File: src/rtl/dp_alu_pkg.sv
package dp_alu_pkg;

  typedef enum logic [3:0] {
    OP_AND = 4'h0, OP_EOR = 4'h1, OP_SUB = 4'h2, OP_RSB = 4'h3,
    OP_ADD = 4'h4, OP_ADC = 4'h5, OP_SBC = 4'h6, OP_RSC = 4'h7,
    OP_TST = 4'h8, OP_TEQ = 4'h9, OP_CMP = 4'hA, OP_CMN = 4'hB,
    OP_ORR = 4'hC, OP_MOV = 4'hD, OP_BIC = 4'hE, OP_MVN = 4'hF
  } alu_op_e;

  typedef struct packed {
    logic n;
    logic z;
    logic c;
    logic v;
  } nzcv_t;

  function automatic logic op_is_arith(input logic [3:0] op);
    return (!op[3] && (op[2:1] != 2'b00)) || (op[3:1] == 3'b101);
  endfunction

  function automatic logic op_writes(input logic [3:0] op);
    return op[3:2] != 2'b10;
  endfunction

endpackage

File: src/rtl/dp_alu_addsub.sv
module dp_alu_addsub
  import dp_alu_pkg::*;
#(
  parameter int W = 32
) (
  input  logic [3:0]   op,
  input  logic [W-1:0] opa,
  input  logic [W-1:0] opb,
  input  logic         c_now,
  output logic [W-1:0] sum,
  output logic         cout,
  output logic         ovf
);
  localparam int MSB = W - 1;

  logic [W-1:0] ina, inb;
  logic         cin;
  logic [W:0]   total;

  always_comb begin
    ina = opa;
    inb = opb;
    cin = 1'b0;
    case (alu_op_e'(op))
      OP_SUB, OP_CMP: begin inb = ~opb; cin = 1'b1; end
      OP_RSB:         begin ina = opb; inb = ~opa; cin = 1'b1; end
      OP_ADC:         cin = c_now;
      OP_SBC:         begin inb = ~opb; cin = c_now; end
      OP_RSC:         begin ina = opb; inb = ~opa; cin = c_now; end
      default:        cin = 1'b0;
    endcase
  end

  assign total = {1'b0, ina} + {1'b0, inb} + {{W{1'b0}}, cin};
  assign sum   = total[W-1:0];
  assign cout  = total[W];
  assign ovf   = (ina[MSB] == inb[MSB]) && (total[MSB] != ina[MSB]);

endmodule

File: src/rtl/dp_alu_logic.sv
module dp_alu_logic
  import dp_alu_pkg::*;
#(
  parameter int W = 32
) (
  input  logic [3:0]   op,
  input  logic [W-1:0] opa,
  input  logic [W-1:0] opb,
  output logic [W-1:0] res
);
  always_comb begin
    case (alu_op_e'(op))
      OP_AND, OP_TST: res = opa & opb;
      OP_EOR, OP_TEQ: res = opa ^ opb;
      OP_ORR:         res = opa | opb;
      OP_MOV:         res = opb;
      OP_BIC:         res = opa & ~opb;
      OP_MVN:         res = ~opb;
      default:        res = '0;
    endcase
  end
endmodule

File: src/rtl/dp_alu_flagreg.sv
module dp_alu_flagreg
  import dp_alu_pkg::*;
#(
  parameter int W = 32
) (
  input  logic         clk,
  input  logic         rst,
  input  logic         upd,
  input  logic         arith,
  input  logic [W-1:0] res,
  input  logic         add_c,
  input  logic         add_v,
  input  logic         sh_c,
  output nzcv_t        cur
);
  nzcv_t nxt;

  always_comb begin
    nxt.n = res[W-1];
    nxt.z = (res == '0);
    nxt.c = arith ? add_c : sh_c;
    nxt.v = arith ? add_v : cur.v;
  end

  always_ff @(posedge clk) begin
    if (rst)      cur <= '0;
    else if (upd) cur <= nxt;
  end
endmodule

File: src/rtl/dp_alu.sv
module dp_alu
  import dp_alu_pkg::*;
#(
  parameter int W = 32
) (
  input  logic         clk,
  input  logic         rst,
  input  logic         op_valid,
  input  logic [3:0]   opcode,
  input  logic [W-1:0] opa,
  input  logic [W-1:0] opb,
  input  logic         shift_carry,
  input  logic         set_flags,
  input  logic         dest_is_pc,
  output logic [W-1:0] result,
  output logic         result_we,
  output logic [3:0]   flags
);
  nzcv_t        fl;
  logic [W-1:0] add_res, log_res, sel_res;
  logic         add_c, add_v, arith, upd;

  assign arith = op_is_arith(opcode);
  assign upd   = op_valid && set_flags && !dest_is_pc;

  dp_alu_addsub #(.W(W)) u_add (
    .op(opcode), .opa(opa), .opb(opb), .c_now(fl.c),
    .sum(add_res), .cout(add_c), .ovf(add_v)
  );

  dp_alu_logic #(.W(W)) u_log (
    .op(opcode), .opa(opa), .opb(opb), .res(log_res)
  );

  assign sel_res = arith ? add_res : log_res;

  dp_alu_flagreg #(.W(W)) u_flg (
    .clk(clk), .rst(rst), .upd(upd), .arith(arith), .res(sel_res),
    .add_c(add_c), .add_v(add_v), .sh_c(shift_carry), .cur(fl)
  );

  always_ff @(posedge clk) begin
    if (rst) begin
      result    <= '0;
      result_we <= 1'b0;
    end else begin
      result_we <= op_valid && op_writes(opcode);
      if (op_valid) result <= sel_res;
    end
  end

  assign flags = fl;
endmodule

File: config.mk
export PLATFORM = sky130hd
export DESIGN_NAME = dp_alu
export DESIGN_NICKNAME = d
export VERILOG_FILES = /design/src/rtl/dp_alu_pkg.sv /design/src/rtl/dp_alu_addsub.sv /design/src/rtl/dp_alu_logic.sv /design/src/rtl/dp_alu_flagreg.sv /design/src/rtl/dp_alu.sv
export SDC_FILE = /design/constraint.sdc
export NUM_CORES = 1
export LEC_CHECK = 0
export CAP_MARGIN = 20
export CORE_ASPECT_RATIO = 1.1
export CORE_MARGIN = 10
export CORE_UTILIZATION = 47
export DETAILED_ROUTE_END_ITERATION = 6
export DONT_BUFFER_PORTS = 1
export GPL_ROUTABILITY_DRIVEN = 0
export HOLD_SLACK_MARGIN = 0.05
export PLACE_DENSITY = 0.62
export SLEW_MARGIN = 20
export SYNTH_ARGS = -nofsm -noshare
export SYNTH_HDL_FRONTEND = slang
export SYNTH_SLANG_ARGS = --single-unit
File: constraint.sdc
create_clock -name clk -period 6.8 [get_ports clk]
set_input_delay 0 -clock clk [delete_from_list [all_inputs] [get_ports clk]]
set_output_delay 0 -clock clk [all_outputs]
set_load 0.05 [all_outputs]
==> impl_metrics.yaml, run 1 <==
grt:
  grt_pass1_vias: 6557
  grt_max_degree: 55
  grt_first_pass_wirelength_mm: 36.3
  antenna_found_initial: 0
  grt.total_usage: 0.243
  overflow: 0
clock_network:
  htreeDepth: 2
  clk_path_buf_depth: 2
  clkLatencyLatePin_ps: 270
  holdBufCountCts: 10
  cts_tree: "yes"
  cts_buffers: 5
  clockRootBuffer: "clkbuf_16"
  cts_sinks: 37
  cts-resized-gates: 0
  path_clk_slew_ps: 50
  postCtsSetupBuffers: 0
floorplanning:
  die_x_um: 131
  rows: 44
  core_sq_mm: 0.0132
  start_util: 0.478
  fp.dieH_um: 142
  pin_count: 111
  die_area_sq_mm: 0.0185
synth:
  async_flop_share: 0
  syn-num-nets: 1124
  synth_cell_types: 70
  ys_warn_count: 0
  seq_area_frac_synth: 0.117
  syn_area_sq_mm: 0.00632
  syn_area_per_cell_sq_um: 6.42
  synth-seq-cells: 37
  synth-edff-count: 0
  synthCells: 985
  synth_ff_type: "dfxtp_1"
placement:
  io_buffers: 0
  hpwl_mm: 17.3
  preCtsSetupSlack_ps: 1340
  dpl-instance-area_sq_mm: 0.00631
  dp.cells: 1085
worst_setup_path:
  slowest_delay_ps: 850
  path_cells: "inv_1, or3_2, nand2_1, nand2_1, o21ai_0, o21ai_0, fa_1, a21o_1, a221oi_2, nor3_1, nor3_2, o21ai_0, xor2_1, a221oi_1, or4b_1, nor4_2, nand4_1, o31ai_2"
  critPathMaxFanout: 52
  cp-start-kind: "primary input"
  slowest_stage: "or3_2"
  critical_path.top_delay_family: "simple AND/OR/NAND/NOR gates"
  critPathKind: "in -> reg"
  setup.worst_path.end_class: "register"
  path_common_cell: "o21ai_0"
  worst-path-buf-inv: 1
  required_ps: 6990
  cp.arrival_ps: 5480
timing:
  hold_violations: 0
  fin_crit_ps: 5280
  worst_slack_ps: 1520
  rsz0062_at_grt: "no"
  worst_pin_slew_ps: 1110
  slew_viol_final: 0
  post-route-period-util: 0.777
  setup_tns_ps: 0
  maxSlewHeadroom: 0.254
  max_freq_ghz: 0.189
  final-setup-viol-count: 0
  fin_skew_ps: 3.54
  whs_ps: 78.6
detailed_routing:
  totalWireLength_mm: 23.1
  drtAntennaViolNets: 0
  routedWlPerCell_um: 21.0
  remaining_drc_errors: 0
  dr.pass1.iters: 5
  initialDrtViolationCount: 651
  via_per_inst: 6.43
  vias: 7081
power:
  ir_drop_v: 0.000115
  powerDensity_mw_per_mm2: 177
  power_leakage_uw: 0.00281
worst_hold_path:
  hold_path_class: "in -> reg"
job:
  cap_violations: 0
final_layout:
  finalInstanceArea_sq_mm: 0.00657
  final_cell_mix: "139 x o21ai_0, 128 x nand2_1, 92 x nor2_1"
  drive_gt1_frac: 0.0393
  nets: 1080
  final_common_cell: "o21ai_0"
  fin_cells: 1102
  num_antenna_cells: 0
  area_growth_syn_to_layout_pct: 3.98
run_status:
  status: "completed"
-- logic make-up after synthesis --
logic type | count (synthesis) | share of synthesized area
AOI/OAI and AO/OA | 379 | 0.375
xor gates and xnor gates | 28 | 0.0388
adders and majority gates | 65 | 0.131
buffers and inverters | 148 | 0.0934
DFF | 37 | 0.117
muxes | 12 | 0.0190
and+or+nand+nor | 316 | 0.225
-- cells in the mapped netlist, drive strengths merged (5+ instances only) --
library cell / count / area share
inv: 77 / 0.046
a21o: 8 / 0.0095
a22oi: 14 / 0.017
mux2i: 12 / 0.019
and3: 5 / 0.0049
nor3: 23 / 0.019
a221oi: 10 / 0.015
nand2: 128 / 0.076
o31ai: 5 / 0.0075
a21oi: 88 / 0.070
nand3: 19 / 0.017
o22ai: 6 / 0.0059
buf: 20 / 0.017
nand4: 12 / 0.012
a211oi: 35 / 0.042
o211ai: 6 / 0.0071
a31oi: 7 / 0.0069
nand2b: 5 / 0.0049
clkbuf: 51 / 0.030
o21a: 7 / 0.0083
dfxtp: 37 / 0.12
nor2b: 11 / 0.011
xnor2: 16 / 0.022
a221o: 5 / 0.0079
xor2: 12 / 0.017
o32ai: 7 / 0.0097
o21bai: 5 / 0.0059
o21ai: 140 / 0.11
nor2: 93 / 0.055
ha: 63 / 0.12
o221ai: 5 / 0.0069
-- layout make-up --
class | instances | area (sq um)
Fill cell | 1369 | 6640
Tap cell | 161 | 201
Sequential cell | 37 | 741
Inverter | 77 | 289
Clock buffer | 7 | 143
Timing Repair Buffer | 20 | 195
Multi-Input combinational cell | 800 | 5000
-- sequential cells by signal (all words and copies together) (netlist names) --
name and flops:
u_flg.cur 4, result 32, result_we 1
-- tightest hold or removal path, cell delays in order --
cell      delay, ps
nand2_1          60
nor2_1           70
o21bai_1        120
nor3_1           50
-- through the flow --
step           utilization  total power, uW
6_report             0.497             1170
5_1_grt              0.497             1250
4_1_cts              0.497             1160
3_5_place_dp         0.478              916
3_3_place_gp         0.478              915
2_1_floorplan            -              788
-- metal layers --
| metal | wire (um) | vias to the layer above | GRT usage |
|---|---|---|---|
| met5 | 0 | - | 0 |
| met3 | 2180 | 44 | 0.0570 |
| met1 | 9480 | 3241 | 0.305 |
| li1 | - | 3477 | - |
| met2 | 10600 | 319 | 0.393 |
| met4 | 863 | 0 | 0.0896 |
-- power breakdown --
group,total [uW],switching (uW),internal [uW]
clock,226,81.9,144
sequential,333,93.7,239
combinational,607,375,233
-- final timing paths --
path	from	endpoint	slack (ps)	cells after the start
setup / recovery	opcode[1]	u_flg.cur[2]	1520	18
hold / removal	set_flags	u_flg.cur[1]	80	4
setup reg to reg	u_flg.cur[1]	u_flg.cur[2]	2150	17
hold reg to reg	result[29]	result[29]	730	2
(Power assumes the default switching activity.)
==> inputs of run 2 (changes only) <==
Clock period 6.8 ns to 5.3 ns, I/O delays scaled along.
==> run 2 against run 1 <==
Compared with the run above: non-clock buffer count increased by 4; setup slack got worse by 600 ps; die area unchanged; utilization increased by 0.25 points; clock skew increased by 0.59 ps; largest power group unchanged; global-route usage about the same; register-to-register slack got worse by 1200 ps; sequential power increased by 28%.
==> impl_metrics.yaml, run 2 (same netlist as run 1, synthesis figures left out) <==
final_layout:
  final_cell_mix: "139 x o21ai_0, 128 x nand2_1, 92 x nor2_1"
  largest_reg_flops: 32
  top_regs: "result x32, u_flg.cur x4, result_we x1"
  nets: 1084
  area_growth_syn_to_layout_pct: 4.49
  regMostFlops: "result"
  num_antenna_cells: 0
  final_common_cell: "o21ai_0"
  drive_gt1_frac: 0.0444
timing:
  hold_violations: 0
  setup_tns_ps: 0
  slew_viol_final: 0
  final-setup-viol-count: 0
  fin_crit_ps: 4380
  maxSlewHeadroom: 0.325
  post-route-period-util: 0.826
  whs_ps: 89.0
  rsz0062_at_grt: "no"
  fin_skew_ps: 4.13
  max_freq_ghz: 0.228
  worst_slack_ps: 920
  worst_pin_slew_ps: 1010
worst_setup_path:
  required_ps: 5490
  cp-start-kind: "primary input"
  critPathKind: "in -> reg"
  cp.arrival_ps: 4570
  setup.worst_path.end_class: "register"
  critPathMaxFanout: 52
clock_network:
  htreeDepth: 2
  path_clk_slew_ps: 60
  clkLatencyLatePin_ps: 270
  clockRootBuffer: "clkbuf_16"
  postCtsSetupBuffers: 0
  cts-resized-gates: 0
  clk_path_buf_depth: 2
  cts_sinks: 37
  cts_buffers: 5
  cts_tree: "yes"
floorplanning:
  core_sq_mm: 0.0132
  die_area_sq_mm: 0.0185
  rows: 44
  pin_count: 111
  die_x_um: 131
  fp.dieH_um: 142
  start_util: 0.478
detailed_routing:
  routedWlPerCell_um: 20.9
  via_per_inst: 6.35
  vias: 7021
  totalWireLength_mm: 23.2
  remaining_drc_errors: 0
  dr.pass1.iters: 5
  initialDrtViolationCount: 755
  drtAntennaViolNets: 0
grt:
  grt-busiest-layer: "met2"
  met3_usage: 0.0604
  use_met1: 0.298
  overflow: 0
  grt_first_pass_wirelength_mm: 36.3
  grt_pass1_vias: 6610
  met2_usage: 0.388
  grt_max_degree: 54
  grt.total_usage: 0.243
  antenna_found_initial: 0
run_status:
  status: "completed"
job:
  cap_violations: 0
placement:
  io_buffers: 0
  preCtsSetupSlack_ps: 650
  hpwl_mm: 17.4
power:
  power_leakage_uw: 0.00283
  ir_drop_v: 0.000151
  powerDensity_mw_per_mm2: 228
worst_hold_path:
  hold_path_class: "in -> reg"
-- run 2: cell count changes in the layout (fill, tap and decap cells not counted) --
cell	before	now
buf_4	10	14
nor2b_1	11	10
nor2b_2	0	1
-- run 2: what timing repair did --
action | 4_1_cts | 5_1_grt
endpoints found under the setup margin | 0 | 0
hold buffers | 10 | 0
hold endpoints to repair | 37 | 0
-- run 2: worst max-delay path, stage by stage --
cell and delay (ps):
inv_1 30, or3_2 540, nand2_1 380, nand2_1 90
o21ai_0 70, o21ai_0 170, fa_1 440, a21o_1 230
a221oi_2 450, nor3_1 120, nor3_2 270, o21ai_0 170
xor2_1 160, a221oi_1 450, or4b_1 520, nor4_2 150
nand4_1 130, o31ai_2 180
-- run 2: area by class of cell --
class                   instances  area, sq um
fillers                      1380         6610
multi-input cells             800         5010
flip-flops and latches         37          741
inverters                      77          289
repair buffers                 24          225
well taps                     161          201
clock buffers                   7          143
-- run 2: metrics by stage --
step	power [uW]	utilization	cell area, sq um	cells
floorplan	1010	-	6320	985
global placement	1180	0.480	6340	1089
detailed placement	1180	0.480	6340	1089
CTS	1490	0.500	6600	1106
global route	1600	0.500	6610	1106
finish	1500	0.500	6610	1106
-- run 2: where the power goes --
| part | internal (uW) | switching (uW) | total, uW |
|---|---|---|---|
| clock network | 185 | 107 | 292 |
| logic | 302 | 484 | 786 |
| registers | 307 | 119 | 426 |
-- run 2: layer usage --
| layer | vias to the layer above | routed length (um) |
|---|---|---|
| met2 | 288 | 10500 |
| met4 | 0 | 1150 |
| met1 | 3200 | 9170 |
| li1 | 3473 | - |
| met3 | 60 | 2300 |
| met5 | - | 0 |
-- run 2: final timing paths --
path	startpoint	end	slack, ps	cells after the start
hold / removal	set_flags	u_flg.cur[1]	90	4
setup reg to reg	u_flg.cur[1]	u_flg.cur[2]	990	17
setup / recovery	opcode[1]	u_flg.cur[2]	920	18
hold reg to reg	result[27]	result[27]	720	2
